[src/rtl/intc_pkg.sv]
`timescale 1ns/1ps
package intc_pkg;
  localparam int NUM_SRC = 4;
  localparam int IDX_W   = $clog2(NUM_SRC);

  typedef struct packed {
    logic             take;     // accept the presented source
    logic [IDX_W-1:0] takeIdx;  // which source is accepted
    logic             retire;   // drop the highest in-service level
  } intcStrobe_t;

  function automatic logic [IDX_W-1:0] topOf(input logic [NUM_SRC-1:0] v);
    logic [IDX_W-1:0] r;
    r = '0;
    for (int i = 0; i < NUM_SRC; i++)
      if (v[i]) r = IDX_W'(i);
    return r;
  endfunction
endpackage

[src/rtl/intc_datapath.sv]
`timescale 1ns/1ps
module intc_datapath
  import intc_pkg::*;
(
  input  logic               clk,
  input  logic               rstN,
  input  logic [NUM_SRC-1:0] reqIn,
  input  intcStrobe_t        strobe,
  output logic [NUM_SRC-1:0] pendingQ,
  output logic [NUM_SRC-1:0] inServiceQ,
  output logic [IDX_W-1:0]   oldestIdx,
  output logic [IDX_W-1:0]   topPendIdx,
  output logic [IDX_W-1:0]   topServIdx
);
  localparam int MAT_W = NUM_SRC * NUM_SRC;

  logic [NUM_SRC-1:0] reqPrev;
  logic [NUM_SRC-1:0] rise, takeMask, retireMask, keep, fresh;
  logic [MAT_W-1:0]   olderQ;   // bit i*NUM_SRC+j: source i arrived before j
  logic [NUM_SRC-1:0] blocked;

  assign rise       = reqIn & ~reqPrev;
  assign takeMask   = strobe.take ? (NUM_SRC'(1) << strobe.takeIdx) : '0;
  assign retireMask = (strobe.retire && |inServiceQ) ? (NUM_SRC'(1) << topServIdx) : '0;
  assign keep       = pendingQ & ~takeMask;
  assign fresh      = rise & ~keep;

  always_ff @(posedge clk or negedge rstN) begin
    if (!rstN) begin
      reqPrev    <= '0;
      pendingQ   <= '0;
      inServiceQ <= '0;
    end else begin
      reqPrev    <= reqIn;
      pendingQ   <= keep | rise;
      inServiceQ <= (inServiceQ & ~retireMask) | takeMask;
    end
  end

  always_ff @(posedge clk or negedge rstN) begin
    if (!rstN) begin
      olderQ <= '0;
    end else begin
      for (int i = 0; i < NUM_SRC; i++) begin
        for (int j = 0; j < NUM_SRC; j++) begin
          if (i != j) begin
            if (fresh[i] && fresh[j])
              olderQ[i*NUM_SRC+j] <= (i > j);
            else if (fresh[i])
              olderQ[i*NUM_SRC+j] <= 1'b0;
            else if (fresh[j])
              olderQ[i*NUM_SRC+j] <= 1'b1;
          end
        end
      end
    end
  end

  always_comb begin
    for (int i = 0; i < NUM_SRC; i++) begin
      blocked[i] = 1'b0;
      for (int j = 0; j < NUM_SRC; j++)
        if (j != i) blocked[i] = blocked[i] | (pendingQ[j] & olderQ[j*NUM_SRC+i]);
    end
  end

  always_comb begin
    oldestIdx = '0;
    for (int i = 0; i < NUM_SRC; i++)
      if (pendingQ[i] && !blocked[i]) oldestIdx = IDX_W'(i);
  end

  assign topPendIdx = topOf(pendingQ);
  assign topServIdx = topOf(inServiceQ);
endmodule

[src/rtl/intc_ctrl.sv]
`timescale 1ns/1ps
module intc_ctrl
  import intc_pkg::*;
(
  input  logic               nestMode,
  input  logic               ackIn,
  input  logic               eoiIn,
  input  logic [NUM_SRC-1:0] pendingQ,
  input  logic [NUM_SRC-1:0] inServiceQ,
  input  logic [IDX_W-1:0]   oldestIdx,
  input  logic [IDX_W-1:0]   topPendIdx,
  input  logic [IDX_W-1:0]   topServIdx,
  output logic               irqOut,
  output logic [IDX_W-1:0]   vectorOut,
  output logic               activeValid,
  output logic [IDX_W-1:0]   activeLevel,
  output intcStrobe_t        strobe
);
  logic anyPend, anyServ;

  assign anyPend = |pendingQ;
  assign anyServ = |inServiceQ;

  always_comb begin
    if (nestMode) begin
      irqOut    = anyPend && (!anyServ || (topPendIdx > topServIdx));
      vectorOut = topPendIdx;
    end else begin
      irqOut    = anyPend && !anyServ;
      vectorOut = oldestIdx;
    end
  end

  assign strobe.take    = ackIn && irqOut;
  assign strobe.takeIdx = vectorOut;
  assign strobe.retire  = eoiIn && anyServ;

  assign activeValid = anyServ;
  assign activeLevel = topServIdx;
endmodule

[src/rtl/prio_irq_ctrl.sv]
`timescale 1ns/1ps
module prio_irq_ctrl
  import intc_pkg::*;
(
  input  logic               clk,
  input  logic               rstN,
  input  logic [NUM_SRC-1:0] reqIn,
  input  logic               nestMode,
  input  logic               ackIn,
  input  logic               eoiIn,
  output logic               irqOut,
  output logic [IDX_W-1:0]   vectorOut,
  output logic               activeValid,
  output logic [IDX_W-1:0]   activeLevel
);
  intcStrobe_t        strobe;
  logic [NUM_SRC-1:0] pendingQ, inServiceQ;
  logic [IDX_W-1:0]   oldestIdx, topPendIdx, topServIdx;

  intc_datapath i_datapath (
    .clk        (clk),
    .rstN       (rstN),
    .reqIn      (reqIn),
    .strobe     (strobe),
    .pendingQ   (pendingQ),
    .inServiceQ (inServiceQ),
    .oldestIdx  (oldestIdx),
    .topPendIdx (topPendIdx),
    .topServIdx (topServIdx)
  );

  intc_ctrl i_ctrl (
    .nestMode    (nestMode),
    .ackIn       (ackIn),
    .eoiIn       (eoiIn),
    .pendingQ    (pendingQ),
    .inServiceQ  (inServiceQ),
    .oldestIdx   (oldestIdx),
    .topPendIdx  (topPendIdx),
    .topServIdx  (topServIdx),
    .irqOut      (irqOut),
    .vectorOut   (vectorOut),
    .activeValid (activeValid),
    .activeLevel (activeLevel),
    .strobe      (strobe)
  );
endmodule

[config.mk]
export PLATFORM = sky130hd
export DESIGN_NAME = prio_irq_ctrl
export DESIGN_NICKNAME = d
export VERILOG_FILES = /design/src/rtl/intc_pkg.sv /design/src/rtl/intc_datapath.sv /design/src/rtl/intc_ctrl.sv /design/src/rtl/prio_irq_ctrl.sv
export SDC_FILE = /design/constraint.sdc
export NUM_CORES = 1
export LEC_CHECK = 0
export BUFFER_PORTS_ARGS = -buffer_cell sky130_fd_sc_hd__clkbuf_2
export CAP_MARGIN = 5
export CORE_MARGIN = 4
export CORE_UTILIZATION = 54
export CTS_BUF_LIST = sky130_fd_sc_hd__clkbuf_16
export CTS_CLUSTER_DIAMETER = 80
export CTS_CLUSTER_SIZE = 8
export DETAILED_ROUTE_END_ITERATION = 10
export GPL_TIMING_DRIVEN = 0
export PLACE_DENSITY = 0.78
export SETUP_SLACK_MARGIN = 0.3
export SLEW_MARGIN = 20
export SYNTH_ARGS = -nofsm -noshare
export SYNTH_HDL_FRONTEND = slang
export SYNTH_SLANG_ARGS = --single-unit
[constraint.sdc]
create_clock -name clk -period 2.89 [get_ports clk]
set_input_delay 0.578 -clock clk [delete_from_list [all_inputs] [get_ports clk]]
set_output_delay 0.578 -clock clk [all_outputs]
set_load 0.1 [all_outputs]
Word-level counts from Yosys, hierarchy flattened
Cells that the tools add are included.
{"block": "totals", "reg_bits": 21, "input_bits": 9, "out_inout_bits": 6, "elab_cells": 99}
{"block": "op_classes", "n_lt_le_gt_ge": 1, "shift": 2, "mux": 34, "bitwise_logic": 25, "reduce_logical": 27}
{"operator": "$mux W1", "n": 25}
{"operator": "$reduce_bool A3 Y1", "n": 6}
{"operator": "$and A4 B4 Y4", "n": 4}
{"operator": "$not A4 Y4", "n": 4}
{"operator": "$logic_and A1 B1 Y1", "n": 14}
{"operator": "$mux W2", "n": 7}
{"operator": "$and A1 B1 Y1", "n": 9}
{"operator": "$mux W4", "n": 2}
{"operator": "$or A4 B4 Y4", "n": 2}
{"operator": "$reduce_or A4 Y1", "n": 2}
{"operator": "$shl A1 B2 Y4 const A", "n": 2}
{"operator": "$or A1 B1 Y1", "n": 6}
{"operator": "$logic_not A1 Y1", "n": 4}
{"operator": "$gt A2 B2 Y1", "n": 1}
{"operator": "$logic_or A1 B1 Y1", "n": 1}

Longest topological paths before layout
Gate-level depths: netlist (run 1).
{"block": "depth", "depth_word": 18, "mapped_depth": 10, "ltp_nobuf": 9}

Cells and area by module
From an unflattened synthesis (run 1), not the netlist that was laid out.
{"block": "unflattened", "cells_unflattened": 98, "hier_area_um2": 998.5}
{"module": "intc_datapath", "instances": 1, "cells_per_inst": 79, "area_per_inst_um2": 850.8, "seq_area_each_um2": 525.5}
{"module": "intc_ctrl", "instances": 1, "cells_per_inst": 19, "area_per_inst_um2": 147.6, "seq_area_each_um2": 0.0}

Least setup slack after synthesis (run 1)
No wires, ideal clock.
{"block": "synth_timing", "kind": "register -> output", "start": "register i_datapath.inServiceQ[2]", "end": "output port irqOut", "arrival_ps": 3158, "path_slack_ps": -846, "stages_incl_launch_ff": 7, "n_path_buf": 0, "cell_sequence": "dfrtp_1 > inv_1 > a21o_1 > ha_1 > nand2_1 > o211ai_1 > a21oi_1"}
{"block": "synth_via", "elab_chain_cells": 6, "word_cells_on_any_way": 9, "cone_classes": "1 x order compare; 3 x mux; 5 x reduce/logical"}
{"element": "start: declaration", "line_no": "intc_datapath.sv:10", "text": "output logic [NUM_SRC-1:0] inServiceQ,"}
{"element": "start signal: assignment", "line_no": "intc_datapath.sv:36", "text": "inServiceQ <= (inServiceQ & ~retireMask) | takeMask;"}
{"element": "$mux W2 (2 in series)", "line_no": "intc_pkg.sv:16", "text": "if (v[i]) r = IDX_W'(i);"}
{"element": "via activeLevel[0]", "line_no": "prio_irq_ctrl.sv:14", "text": "output logic [IDX_W-1:0] activeLevel"}
{"element": "$gt A2 B2 Y1", "line_no": "intc_ctrl.sv:26", "text": "irqOut = anyPend && (!anyServ || (topPendIdx > topServIdx));"}
{"element": "$logic_or A1 B1 Y1", "line_no": "intc_ctrl.sv:26"}
{"element": "$logic_and A1 B1 Y1", "line_no": "intc_ctrl.sv:26"}
{"element": "$mux W1", "line_no": "intc_ctrl.sv:25", "text": "if (nestMode) begin"}
{"element": "end: declaration", "line_no": "prio_irq_ctrl.sv:11", "text": "output logic irqOut,"}
The timed path passes the listed nets, and every way through them passes these cells.

Worst setup path after layout (run 1)
{"block": "layout_timing", "start": "register i_datapath.pendingQ[3]", "end": "output port vectorOut[1]"}
{"block": "layout_via", "elab_chain_cells": 7, "word_cells_on_any_way": 9, "cone_classes": "4 x mux; 2 x bitwise; 3 x reduce/logical"}
{"element": "start: declaration", "line_no": "intc_datapath.sv:9", "text": "output logic [NUM_SRC-1:0] pendingQ,"}
{"element": "start signal: assignment", "line_no": "intc_datapath.sv:35", "text": "pendingQ <= keep | rise;"}
{"element": "$and A1 B1 Y1", "line_no": "intc_datapath.sv:63", "text": "if (j != i) blocked[i] = blocked[i] | (pendingQ[j] & olderQ[j*NUM_SRC+i]);"}
{"element": "$or A1 B1 Y1", "line_no": "intc_datapath.sv:63"}
{"element": "$logic_not A1 Y1", "line_no": "intc_datapath.sv:70", "text": "if (pendingQ[i] && !blocked[i]) oldestIdx = IDX_W'(i);"}
{"element": "$logic_and A1 B1 Y1", "line_no": "intc_datapath.sv:70"}
{"element": "$mux W2 (2 in series)", "line_no": "intc_datapath.sv:70"}
{"element": "$mux W2 *", "line_no": "intc_ctrl.sv:25"}
{"element": "end: declaration", "line_no": "prio_irq_ctrl.sv:12", "text": "output logic [IDX_W-1:0] vectorOut,"}
Every way passes the cells marked *; elsewhere a longest branch is shown, timed or not.

==> results of run 1 <==
## cell usage in the layout (no fill, tap or decap), types with 2 or more instances in the layout
| cell | synthesis | final |
|---|---|---|
| a21oi_2 | 2 | 3 |
| o21ai_0 | 4 | 4 |
| a21oi_1 | 4 | 2 |
| nor2b_1 | 2 | 2 |
| a21boi_0 | 2 | 2 |
| a22oi_1 | 3 | 3 |
| nor2_4 | 0 | 2 |
| o21a_1 | 2 | 2 |
| nand2b_1 | 3 | 3 |
| o211ai_1 | 2 | 2 |
| nand4_1 | 2 | 2 |
| buf_2 | 1 | 2 |
| inv_1 | 12 | 12 |
| clkbuf_2 | 0 | 11 |
| dfrtp_1 | 21 | 20 |
| a21boi_1 | 2 | 2 |
| nand2_1 | 15 | 15 |
| buf_4 | 0 | 8 |
| clkbuf_16 | 0 | 4 |
| a21o_1 | 5 | 4 |
## how the worst max path moves through the flow
stage / from / cells after the start / slack (ns) / to
4_1_cts: i_datapath.pendingQ[2]$_DFF_PN0_ / 10 / 0.30 / i_datapath.olderQ[14]$_DFFE_PN0P_
3_5_place_dp: i_datapath.pendingQ[3]$_DFF_PN0_ / 8 / 0.33 / irqOut
3_3_place_gp: i_datapath.pendingQ[3]$_DFF_PN0_ / 8 / 0.38 / irqOut
2_1_floorplan: i_datapath.inServiceQ[3]$_DFF_PN0_ / 3 / 0.27 / irqOut
6_report: i_datapath.pendingQ[3]$_DFF_PN0_ / 6 / 0.34 / vectorOut[1]
5_1_grt: i_datapath.pendingQ[1]$_DFF_PN0_ / 5 / 0.27 / vectorOut[1]
## final cells by class
| cell class | count | area, µm² | share of cell area (%) |
|---|---|---|---|
| multi-input combinational | 65 | 479 | 36.2 |
| clock inverter | 1 | 3.75 | 0.284 |
| timing repair buffer | 22 | 150 | 11.4 |
| clock buffer | 3 | 75.1 | 5.68 |
| buffer | 1 | 11.3 | 0.851 |
| sequential | 21 | 527 | 39.8 |
| inverter | 12 | 45.0 | 3.41 |
| tap | 25 | 31.3 | 2.37 |
## per-layer routing
layer | up-vias | global-route usage (%) | part of all wire, %
met5 | - | 0 | 0
met4 | 0 | 12.6 | 2.5
met3 | 7 | 4.66 | 4.5
met2 | 27 | 32.8 | 50
met1 | 407 | 22.8 | 43
li1 | 398 | - | -
## per-stage QoR
stage	instance area [µm²]	util (%)	hold WS (ns)
finish	1320	75.8	0.288
global route	1320	75.8	0.330
CTS	1250	71.5	0.305
detailed placement	1120	64.0	0.466
global placement	1120	64.0	0.446
floorplan	1020	-	0.282
## cells in the mapped netlist (2+ instances only)
cell	number
a22oi_1	3
ha_1	2
nor2_1	4
nand2b_1	3
nor2b_1	2
inv_1	12
nand4_1	2
o21a_1	2
dfrtp_1	21
a21boi_1	2
a21boi_0	2
o211ai_1	2
a21oi_2	2
a21oi_1	4
a21o_1	5
o21ai_0	4
nand2_1	15
## flip-flops by register name, summed over array words and instances, names as in the netlist
register and cells:
i_datapath.olderQ 9, i_datapath.pendingQ 4, i_datapath.reqPrev 4, i_datapath.inServiceQ 4
## what timing repair did
item / in CTS / in global routing
setup endpoints to repair: 1 / 12
pin swaps: 4 / 12
setup buffers: 1 / 7
gates resized for setup: 10 / 6
## kinds of logic (layout without fill, tap and decap cells)
logic type	count (synthesis)	count (layout)	share of synthesized area, %
flops	21	21	52.5
simple gates	29	29	13.6
fa+ha+maj	2	2	2.50
compound gates	34	34	26.4
buf+inv	13	39	5.00
==> tab_implementation.tex, run 1 <==
\begin{tabular}{lr}
\hline
Metric & Value \\
\hline
\multicolumn{2}{l}{\textbf{Clock tree}} \\
Bufs on Longest Clock Path & 2 \\
Clock-pin slew on the worst setup and hold paths & 0.05 ns \\
Post-CTS Hold Buffers & 0 \\
CTS tree & done \\
Clock insertion delay at the later pin of the skew report & 0.25 ns \\
Cell at the root of the clock tree & clkbuf\_16 \\
Clock sink count & 21 \\
Maximum level of the CTS H-tree & 1 \\
Number of buffers created by CTS & 3 \\
\multicolumn{2}{l}{\textbf{Synth}} \\
Fraction of synthesis flops using an asynchronous set or reset pin & 100\% \\
Area fraction of the dominant cell type after synthesis & 52.5\% \\
Average size of a mapped cell & 10.1 µm² \\
Leading cell types by total area after synthesis & dfrtp\_1 (53\%), nand2\_1 (5.6\%), inv\_1 (4.5\%) \\
Cell area after synthesis & 1000 µm² \\
Largest area contributor in the netlist & dfrtp\_1 \\
Count of yosys warnings during synthesis & 0 \\
Sequential element share of the synthesized area & 52.5\% \\
Number of distinct library cells after synthesis & 29 \\
Post-synthesis net count & 110 \\
Post-synth top flop & dfrtp\_1 \\
Post-synth EDFFs & 0 \\
Register bit count reported by yosys & 21 \\
Number of instances in the synthesized netlist & 99 \\
\multicolumn{2}{l}{\textbf{Placement}} \\
Number of buffer cells added on primary ports & 14 \\
Half-perimeter wire length of the detailed placement result & 1510 µm \\
Cell count after placement & 138 \\
Routability congestion estimate & 0.847 \\
Place WS & 0.331 ns \\
\multicolumn{2}{l}{\textbf{Timing}} \\
Worst-margin pin slew & 0.948 ns \\
Final setup fails & 0 \\
Number of hold-slack violations in the final timing report & 0 \\
Clk\_skew & 0.00155 ns \\
Share of the cycle needed by the critical path after routing & 88.2\% \\
Worst Slack Setup Final & 0.340 ns \\
Final critical path time including I/O delays and setup & 2.55 ns \\
Setup repair after global routing missed its margin & yes \\
Total Neg Setup Slack & 0 ns \\
Fmax & 392 MHz \\
Fin. max-slew vios & 0 \\
Worst slew margin relative to its limit & 36.2\% \\
\multicolumn{2}{l}{\textbf{Die}} \\
Area of the die & 2610 µm² \\
Floorplan core area & 1750 µm² \\
Io pins & 15 \\
Row Count & 15 \\
DIE HEIGHT & 51.1 µm \\
Initial Util & 57.3\% \\
Die width & 51.1 µm \\
\multicolumn{2}{l}{\textbf{Global routing}} \\
Antenna violations before repair & 0 \\
Maximum number of pins on one net before global-route repair & 22 \\
Number of global-route vias before repair & 897 \\
Overflow after GRT & 0 \\
Total track usage & 19.8\% \\
Wire length of the first global-routing pass & 3820 µm \\
\multicolumn{2}{l}{\textbf{Layout}} \\
Area grow syn2layout & 32.1\% \\
Non-filler cells in the finished layout & 150 \\
Filler cell count & 113 \\
Antenna diodes & 0 \\
Final Net Count & 137 \\
Ratio of cells with drive above 1 in the final layout & 34.4\% \\
\multicolumn{2}{l}{\textbf{Job}} \\
Number of max-cap violations & 0 \\
\multicolumn{2}{l}{\textbf{Critical path}} \\
Crit Path Category & register to output pin \\
Arrival time at the worst endpoint & 1.97 ns \\
Startpoint class of the critical path & register \\
Count of buffer and inverter cells on the critical path & 3 \\
Cell chain of the critical path & buf\_6 > a21boi\_0 > a221oi\_1 > a21o\_1 > inv\_1 > buf\_2 \\
Reg2Reg Launch Point & i\_datapath.pendingQ[2]\$\_DFF\_PN0\_ \\
Critical path data required time & 2.31 ns \\
Critical Path End Type & output pin \\
Max incr delay on CP & 0.44 ns \\
Cell count of the worst reg-to-reg path & 10 \\
Maximum fanout encountered on the critical timing path & 8 \\
Top delay family on crit path & compound AO/OA/AOI/OAI gates \\
Terminus of the critical flop-to-flop path & i\_datapath.olderQ[14]\$\_DFFE\_PN0P\_ \\
R2r setup slk & 0.41 ns \\
Critical path's slowest cell & buf\_2 \\
\multicolumn{2}{l}{\textbf{Detailed routing}} \\
Routed len/inst & 14.3 µm \\
DRT Pass-1 Iters & 4 \\
Remaining routing DRC violations & 0 \\
Number of DRC markers after the initial detailed-route iteration & 22 \\
Count of antenna-violating nets left after detailed routing & 0 \\
Average via count per standard cell & 5.59 \\
DR vias & 839 \\
Final Routed Wirelength & 2140 µm \\
\multicolumn{2}{l}{\textbf{Min path}} \\
Min-delay worst type & input pin to asynchronous set/reset pin \\
\multicolumn{2}{l}{\textbf{Outcome}} \\
Result of the run & finished, final reports clean \\
\hline
\end{tabular}
Power of run 1 is not shown: default switching activity piles up to over one toggle a cycle in this logic, so the estimate is an artifact.
==> run 2, diff against run 1 <==
--- a/config.mk
+++ b/config.mk
@@ -7,14 +7,17 @@
 export LEC_CHECK = 0
 export BUFFER_PORTS_ARGS = -buffer_cell sky130_fd_sc_hd__clkbuf_2
 export CAP_MARGIN = 5
+export CELL_PAD_IN_SITES_DETAIL_PLACEMENT = 1
+export CELL_PAD_IN_SITES_GLOBAL_PLACEMENT = 2
 export CORE_MARGIN = 4
-export CORE_UTILIZATION = 54
+export CORE_UTILIZATION = 34
 export CTS_BUF_LIST = sky130_fd_sc_hd__clkbuf_16
 export CTS_CLUSTER_DIAMETER = 80
 export CTS_CLUSTER_SIZE = 8
 export DETAILED_ROUTE_END_ITERATION = 10
 export GPL_TIMING_DRIVEN = 0
-export PLACE_DENSITY = 0.78
+export PLACE_DENSITY = 0.77
+export REMOVE_ABC_BUFFERS = 1
 export SETUP_SLACK_MARGIN = 0.3
 export SLEW_MARGIN = 20
 export SYNTH_ARGS = -nofsm -noshare
==> constraint.sdc (replaced) <==
create_clock -name clk -period 2.9 [get_ports clk]
set_input_delay 0.58 -clock clk [delete_from_list [all_inputs] [get_ports clk]]
set_output_delay 0.58 -clock clk [all_outputs]
set_load 0.1 [all_outputs]
==> run 2 against run 1 <==
Non-clock buffer count is 7 lower. Die area grew 49%. Sequential share of layout area up 3.1 points. Clock skew increased by 0.0036 ns. Global-route usage fell by 7.7 points. Worst setup slack improved by 0.039 ns. Via count shrank 6.3%. Flip-flop and latch count unchanged. Critical path type unchanged. Highest routed layer unchanged.
==> tab_implementation.tex, run 2 (synthesized netlist as in run 1, its figures left out) <==
\begin{tabular}{lr}
\hline
Metric & Value \\
\hline
\multicolumn{2}{l}{\textbf{Global routing}} \\
Total track usage & 12.1\% (was 19.8\%) \\
Met3 track utilization from global routing & 2.88\% (was 4.66\%) \\
Wire length of the first global-routing pass & 3740 µm (was 3820 µm) \\
Global Route met2 Usage & 17.4\% (was 32.8\%) \\
Overflow after GRT & 0 (unchanged) \\
Number of global-route vias before repair & 784 (was 897) \\
Antenna violations before repair & 0 (unchanged) \\
Layer carrying the most global-route usage & met2 (unchanged) \\
Global routing usage on met1 & 16.9\% (was 22.8\%) \\
Maximum number of pins on one net before global-route repair & 22 (unchanged) \\
\multicolumn{2}{l}{\textbf{Die}} \\
DIE HEIGHT & 62.3 µm (was 51.1 µm) \\
Floorplan core area & 2780 µm² (was 1750 µm²) \\
Die width & 62.3 µm (was 51.1 µm) \\
Row Count & 19 (was 15) \\
Area of the die & 3880 µm² (was 2610 µm²) \\
Initial Util & 36.0\% (was 57.3\%) \\
Io pins & 15 (unchanged) \\
\multicolumn{2}{l}{\textbf{Job}} \\
Number of max-cap violations & 0 (unchanged) \\
\multicolumn{2}{l}{\textbf{Layout}} \\
Antenna diodes & 0 (unchanged) \\
Commonest non-fill, non-tap cell in the layout & dfrtp\_1 (unchanged) \\
Top reg by flops & i\_datapath.olderQ (unchanged) \\
Ratio of cells with drive above 1 in the final layout & 27.1\% (was 34.4\%) \\
Area grow syn2layout & 23.0\% (was 32.1\%) \\
Most frequent cells in the layout & dfrtp\_1 (19), nand2\_1 (15), inv\_1 (13), clkbuf\_2 (11), a21o\_1 (5) (was dfrtp\_1 (20), nand2\_1 (15), inv\_1 (12), clkbuf\_2 (11), buf\_4 (8)) \\
Max reg flops & 9 (unchanged) \\
Final Net Count & 130 (was 137) \\
\multicolumn{2}{l}{\textbf{Detailed routing}} \\
Routed len/inst & 14.8 µm (was 14.3 µm) \\
Final Routed Wirelength & 2210 µm (was 2140 µm) \\
Remaining routing DRC violations & 0 (unchanged) \\
DR vias & 786 (was 839) \\
Average via count per standard cell & 5.28 (was 5.59) \\
DRT Pass-1 Iters & 4 (unchanged) \\
Count of antenna-violating nets left after detailed routing & 0 (unchanged) \\
Number of DRC markers after the initial detailed-route iteration & 25 (was 22) \\
\multicolumn{2}{l}{\textbf{Placement}} \\
Number of buffer cells added on primary ports & 14 (unchanged) \\
Routability congestion estimate & 0.762 (was 0.847) \\
Half-perimeter wire length of the detailed placement result & 1680 µm (was 1510 µm) \\
Place WS & 0.361 ns (was 0.331 ns) \\
\multicolumn{2}{l}{\textbf{Timing}} \\
Worst-margin pin slew & 0.541 ns (was 0.948 ns) \\
Setup repair after global routing missed its margin & no (was yes) \\
Total Neg Setup Slack & 0 ns (unchanged) \\
Clk\_skew & 0.00515 ns (was 0.00155 ns) \\
Share of the cycle needed by the critical path after routing & 86.9\% \\
Final critical path time including I/O delays and setup & 2.52 ns \\
Worst Slack Setup Final & 0.379 ns (was 0.340 ns) \\
Number of hold-slack violations in the final timing report & 0 (unchanged) \\
Post-Route Hold Slack & 0.289 ns (was 0.288 ns) \\
Fin. max-slew vios & 0 (unchanged) \\
Worst slew margin relative to its limit & 64.1\% (was 36.2\%) \\
Final setup fails & 0 (unchanged) \\
Fmax & 397 MHz \\
\multicolumn{2}{l}{\textbf{Min path}} \\
Min-delay worst type & input pin to asynchronous set/reset pin (unchanged) \\
\multicolumn{2}{l}{\textbf{Clock tree}} \\
CTS tree & done (unchanged) \\
Clock sink count & 21 (unchanged) \\
Clock-pin slew on the worst setup and hold paths & 0.06 ns (was 0.05 ns) \\
Clock insertion delay at the later pin of the skew report & 0.26 ns (was 0.25 ns) \\
Bufs on Longest Clock Path & 2 (unchanged) \\
Number of buffers created by CTS & 3 (unchanged) \\
Cell at the root of the clock tree & clkbuf\_16 (unchanged) \\
Post-CTS Hold Buffers & 0 (unchanged) \\
Maximum level of the CTS H-tree & 1 (unchanged) \\
\multicolumn{2}{l}{\textbf{Critical path}} \\
Max incr delay on CP & 0.47 ns (was 0.44 ns) \\
Critical path's slowest cell & dfrtp\_2 (was buf\_2) \\
Critical path data required time & 2.32 ns (was 2.31 ns) \\
Crit Path Category & register to output pin (unchanged) \\
Critical Path End Type & output pin (unchanged) \\
Startpoint class of the critical path & register (unchanged) \\
Arrival time at the worst endpoint & 1.94 ns (was 1.97 ns) \\
Cell chain of the critical path & nor2\_4 > inv\_1 > ha\_1 > nor2b\_1 > o211ai\_1 > a21oi\_1 > clkbuf\_8 (was buf\_6 > a21boi\_0 > a221oi\_1 > a21o\_1 > inv\_1 > buf\_2) \\
Maximum fanout encountered on the critical timing path & 8 (unchanged) \\
\multicolumn{2}{l}{\textbf{Outcome}} \\
Result of the run & finished, final reports clean (unchanged) \\
\hline
\end{tabular}
==> run 2: cell types whose count changed in the layout (fill, tap and decap cells not counted), sizes merged <==
cell	previous run	this run
buf	11	4
==> run 2: repair_timing <==
item                                    4_1_cts  5_1_grt
endpoints found under the setup margin        1        9
buffers inserted                              0        2
pin swaps                                     0        4
gates resized for setup                       4        7
==> run 2: worst max-delay path: cells and delay by family, from the launching register on <==
kind                       cells  cell delay, ns
AOI/OAI and AO/OA              2            0.35
DFF                            1            0.47
and+or+nand+nor                2            0.26
adders and majority gates      1            0.30
buffers and inverters          2            0.29
==> run 2: area by class of cell <==
| class | count | area [µm²] |
|---|---|---|
| repair buffers | 16 | 93.8 |
| fillers | 323 | 1550 |
| flip-flops and latches | 21 | 528 |
| inverters | 12 | 45.0 |
| multi-input cells | 65 | 447 |
| clock inverters | 1 | 3.75 |
| clock buffers | 3 | 75.1 |
| well taps | 31 | 38.8 |
==> run 2: per-layer routing <==
metal	vias to the layer above	wire [µm]
li1	385	-
met1	383	1110
met2	13	955
met3	5	105
met4	0	46
met5	-	0
==> run 2: per-stage QoR <==
step / utilization (%) / cells / area, µm²
after floorplan: - / 98 / 996
after detailed placement: 39.7 / 143 / 1100
after global routing: 44.3 / 149 / 1230
final: 44.3 / 149 / 1230
after CTS: 43.0 / 147 / 1190
after global placement: 39.7 / 143 / 1100
==> run 2: worst paths after layout <==
kind                                                   from                                to  slack (ns)  depth (start not counted)
max                        i_datapath.pendingQ[2]$_DFF_PN0_                            irqOut        0.38                          7
min                                                    rstN  i_datapath.pendingQ[1]$_DFF_PN0_        0.29                          1
max reg2reg                i_datapath.pendingQ[3]$_DFF_PN0_  i_datapath.olderQ[6]$_DFFE_PN0P_        0.49                          9
min reg2reg                 i_datapath.reqPrev[0]$_DFF_PN0_  i_datapath.pendingQ[0]$_DFF_PN0_        0.47                          1
max in group asynchronous                              rstN  i_datapath.pendingQ[2]$_DFF_PN0_        2.23                          1
min in group clk                                   reqIn[0]   i_datapath.reqPrev[0]$_DFF_PN0_        0.44                          1
Power of run 2 is left out for the same reason.
==> run 3, diff against run 2 <==
--- a/config.mk
+++ b/config.mk
@@ -11,7 +11,6 @@
 export CELL_PAD_IN_SITES_GLOBAL_PLACEMENT = 2
 export CORE_MARGIN = 4
 export CORE_UTILIZATION = 34
-export CTS_BUF_LIST = sky130_fd_sc_hd__clkbuf_16
 export CTS_CLUSTER_DIAMETER = 80
 export CTS_CLUSTER_SIZE = 8
 export DETAILED_ROUTE_END_ITERATION = 10
==> run 3 against run 2 <==
Worst setup slack lost 0.013 ns. Routed wire length grew 5.1%. Worst hold slack got worse by 0.051 ns. Utilization rose by 1.6 points.
==> tab_implementation.tex, run 3 (synthesized netlist as in run 1, its figures left out) <==
\begin{tabular}{lr}
\hline
Metric & Value \\
\hline
\multicolumn{2}{l}{\textbf{Critical path}} \\
Critical path data required time & 2.32 ns (about the same) \\
Reg2Reg Launch Point & i\_datapath.pendingQ[3]\$\_DFF\_PN0\_ (unchanged) \\
Crit Path Category & register to output pin (unchanged) \\
Critical Path End Type & output pin (unchanged) \\
Maximum fanout encountered on the critical timing path & 7 (was 8) \\
Launching instance or port of the critical path & i\_datapath.pendingQ[3]\$\_DFF\_PN0\_ (was i\_datapath.pendingQ[2]\$\_DFF\_PN0\_) \\
Arrival time at the worst endpoint & 1.95 ns (was 1.94 ns) \\
Startpoint class of the critical path & register (unchanged) \\
\multicolumn{2}{l}{\textbf{Placement}} \\
Number of buffer cells added on primary ports & 14 (unchanged) \\
Routability congestion estimate & 0.762 (unchanged) \\
Half-perimeter wire length of the detailed placement result & 1680 µm (unchanged) \\
\multicolumn{2}{l}{\textbf{Timing}} \\
Worst-margin pin slew & 0.710 ns (was 0.541 ns) \\
Fin. max-slew vios & 0 (unchanged) \\
Final critical path time including I/O delays and setup & 2.53 ns (was 2.52 ns) \\
Fmax & 395 MHz (was 397 MHz) \\
Setup repair after global routing missed its margin & yes (was no) \\
Total Neg Setup Slack & 0 ns (unchanged) \\
Number of hold-slack violations in the final timing report & 0 (unchanged) \\
Share of the cycle needed by the critical path after routing & 87.4\% (was 86.9\%) \\
Worst slew margin relative to its limit & 52.3\% (was 64.1\%) \\
Post-Route Hold Slack & 0.238 ns (was 0.289 ns) \\
Clk\_skew & 0.00705 ns (was 0.00515 ns) \\
Final setup fails & 0 (unchanged) \\
\multicolumn{2}{l}{\textbf{Detailed routing}} \\
Count of antenna-violating nets left after detailed routing & 0 (unchanged) \\
Number of DRC markers after the initial detailed-route iteration & 27 (was 25) \\
DR vias & 806 (was 786) \\
Routed len/inst & 15.0 µm (was 14.8 µm) \\
DRT Pass-1 Iters & 2 (was 4) \\
Average via count per standard cell & 5.20 (was 5.28) \\
Final Routed Wirelength & 2330 µm (was 2210 µm) \\
Remaining routing DRC violations & 0 (unchanged) \\
\multicolumn{2}{l}{\textbf{Clock tree}} \\
Clock-pin slew on the worst setup and hold paths & 0.12 ns (was 0.06 ns) \\
CTS tree & done (unchanged) \\
Number of buffers created by CTS & 3 (unchanged) \\
Maximum level of the CTS H-tree & 1 (unchanged) \\
Cell at the root of the clock tree & clkbuf\_4 (was clkbuf\_16) \\
Clock insertion delay at the later pin of the skew report & 0.30 ns (was 0.26 ns) \\
Post-CTS Hold Buffers & 0 (unchanged) \\
Clock sink count & 21 (unchanged) \\
Bufs on Longest Clock Path & 2 (unchanged) \\
\multicolumn{2}{l}{\textbf{Global routing}} \\
Overflow after GRT & 0 (unchanged) \\
Global routing usage on met1 & 17.7\% (was 16.9\%) \\
Wire length of the first global-routing pass & 3750 µm (was 3740 µm) \\
Met3 track utilization from global routing & 2.70\% (was 2.88\%) \\
Total track usage & 12.0\% (was 12.1\%) \\
Antenna violations before repair & 0 (unchanged) \\
Number of global-route vias before repair & 780 (was 784) \\
Global Route met2 Usage & 17.2\% (was 17.4\%) \\
Layer carrying the most global-route usage & met1 (was met2) \\
Maximum number of pins on one net before global-route repair & 22 (unchanged) \\
\multicolumn{2}{l}{\textbf{Layout}} \\
Max reg flops & 9 (unchanged) \\
Antenna diodes & 0 (unchanged) \\
Commonest non-fill, non-tap cell in the layout & dfrtp\_1 (unchanged) \\
Top reg by flops & i\_datapath.olderQ (unchanged) \\
Ratio of cells with drive above 1 in the final layout & 33.1\% (was 27.1\%) \\
Most frequent cells in the layout & dfrtp\_1 (18), nand2\_1 (15), inv\_1 (12), clkbuf\_2 (11), buf\_4 (7) (was dfrtp\_1 (19), nand2\_1 (15), inv\_1 (13), clkbuf\_2 (11), a21o\_1 (5)) \\
Final Util & 45.8\% (was 44.3\%) \\
Final Net Count & 136 (was 130) \\
Area grow syn2layout & 27.4\% (was 23.0\%) \\
Filler cell count & 323 (unchanged) \\
\multicolumn{2}{l}{\textbf{Die}} \\
Die width & 62.3 µm (unchanged) \\
Io pins & 15 (unchanged) \\
Area of the die & 3880 µm² (unchanged) \\
Row Count & 19 (unchanged) \\
Floorplan core area & 2780 µm² (unchanged) \\
DIE HEIGHT & 62.3 µm (unchanged) \\
Initial Util & 36.0\% (unchanged) \\
\multicolumn{2}{l}{\textbf{Outcome}} \\
Result of the run & finished, final reports clean (unchanged) \\
\multicolumn{2}{l}{\textbf{Job}} \\
Number of max-cap violations & 0 (unchanged) \\
\multicolumn{2}{l}{\textbf{Min path}} \\
Min-delay worst type & input pin to asynchronous set/reset pin (unchanged) \\
\hline
\end{tabular}
-- run 3: changes by cell type in the layout (fill, tap and decap cells not counted), sizes merged --
cell and change:
inv -1, buf +4, clkbuf +3
-- run 3: per-layer routing --
layer | up-vias | share of wire (%)
li1 | 397 | -
met1 | 391 | 49
met2 | 13 | 47
met3 | 5 | 3.2
met4 | 0 | 1.4
met5 | - | 0
-- run 3: worst max-delay path, cell delays in order, from the launching register on --
cell      delay [ns]
dfrtp_2         0.50
buf_6           0.15
a21oi_4         0.13
ha_1            0.25
nand2_1         0.06
o211ai_1        0.10
a21oi_1         0.19
clkbuf_8        0.27
-- run 3: repair_timing --
| item | in CTS | in global routing |
|---|---|---|
| endpoints found under the setup margin | 2 | 12 |
| pin swaps | 3 | 12 |
| hold endpoints to repair | 0 | 0 |
| setup buffers | 4 | 4 |
| gates resized for setup | 4 | 17 |
-- run 3: area by class of cell --
class | instances | area [µm²] | area share (%)
Multi-Input combinational cell | 65 | 488 | 38.3
Clock buffer | 4 | 26.3 | 2.06
Sequential cell | 21 | 529 | 41.5
Inverter | 12 | 45.0 | 3.53
Tap cell | 31 | 38.8 | 3.04
Timing Repair Buffer | 22 | 148 | 11.6
-- run 3: path summary, 6_finish.rpt --
path	end	slack (ns)	cells past startpoint
max in group asynchronous	i_datapath.pendingQ[2]$_DFF_PN0_	2.26	1
max	irqOut	0.37	7
min in group clk	i_datapath.reqPrev[1]$_DFF_PN0_	0.39	1
max reg2reg	i_datapath.olderQ[6]$_DFFE_PN0P_	0.47	10
min reg2reg	i_datapath.pendingQ[0]$_DFF_PN0_	0.48	1
min	i_datapath.olderQ[11]$_DFFE_PN0P_	0.24	1
-- run 3: through the flow --
stage | instances | setup WS [ns] | area [µm²]
2_1_floorplan | 98 | -0.838 | 996
5_1_grt | 155 | 0.240 | 1270
6_report | 155 | 0.366 | 1270
4_1_cts | 151 | 0.294 | 1170
3_3_place_gp | 143 | 0.374 | 1100
3_5_place_dp | 143 | 0.361 | 1100
Power of run 3 is left out for the same reason.
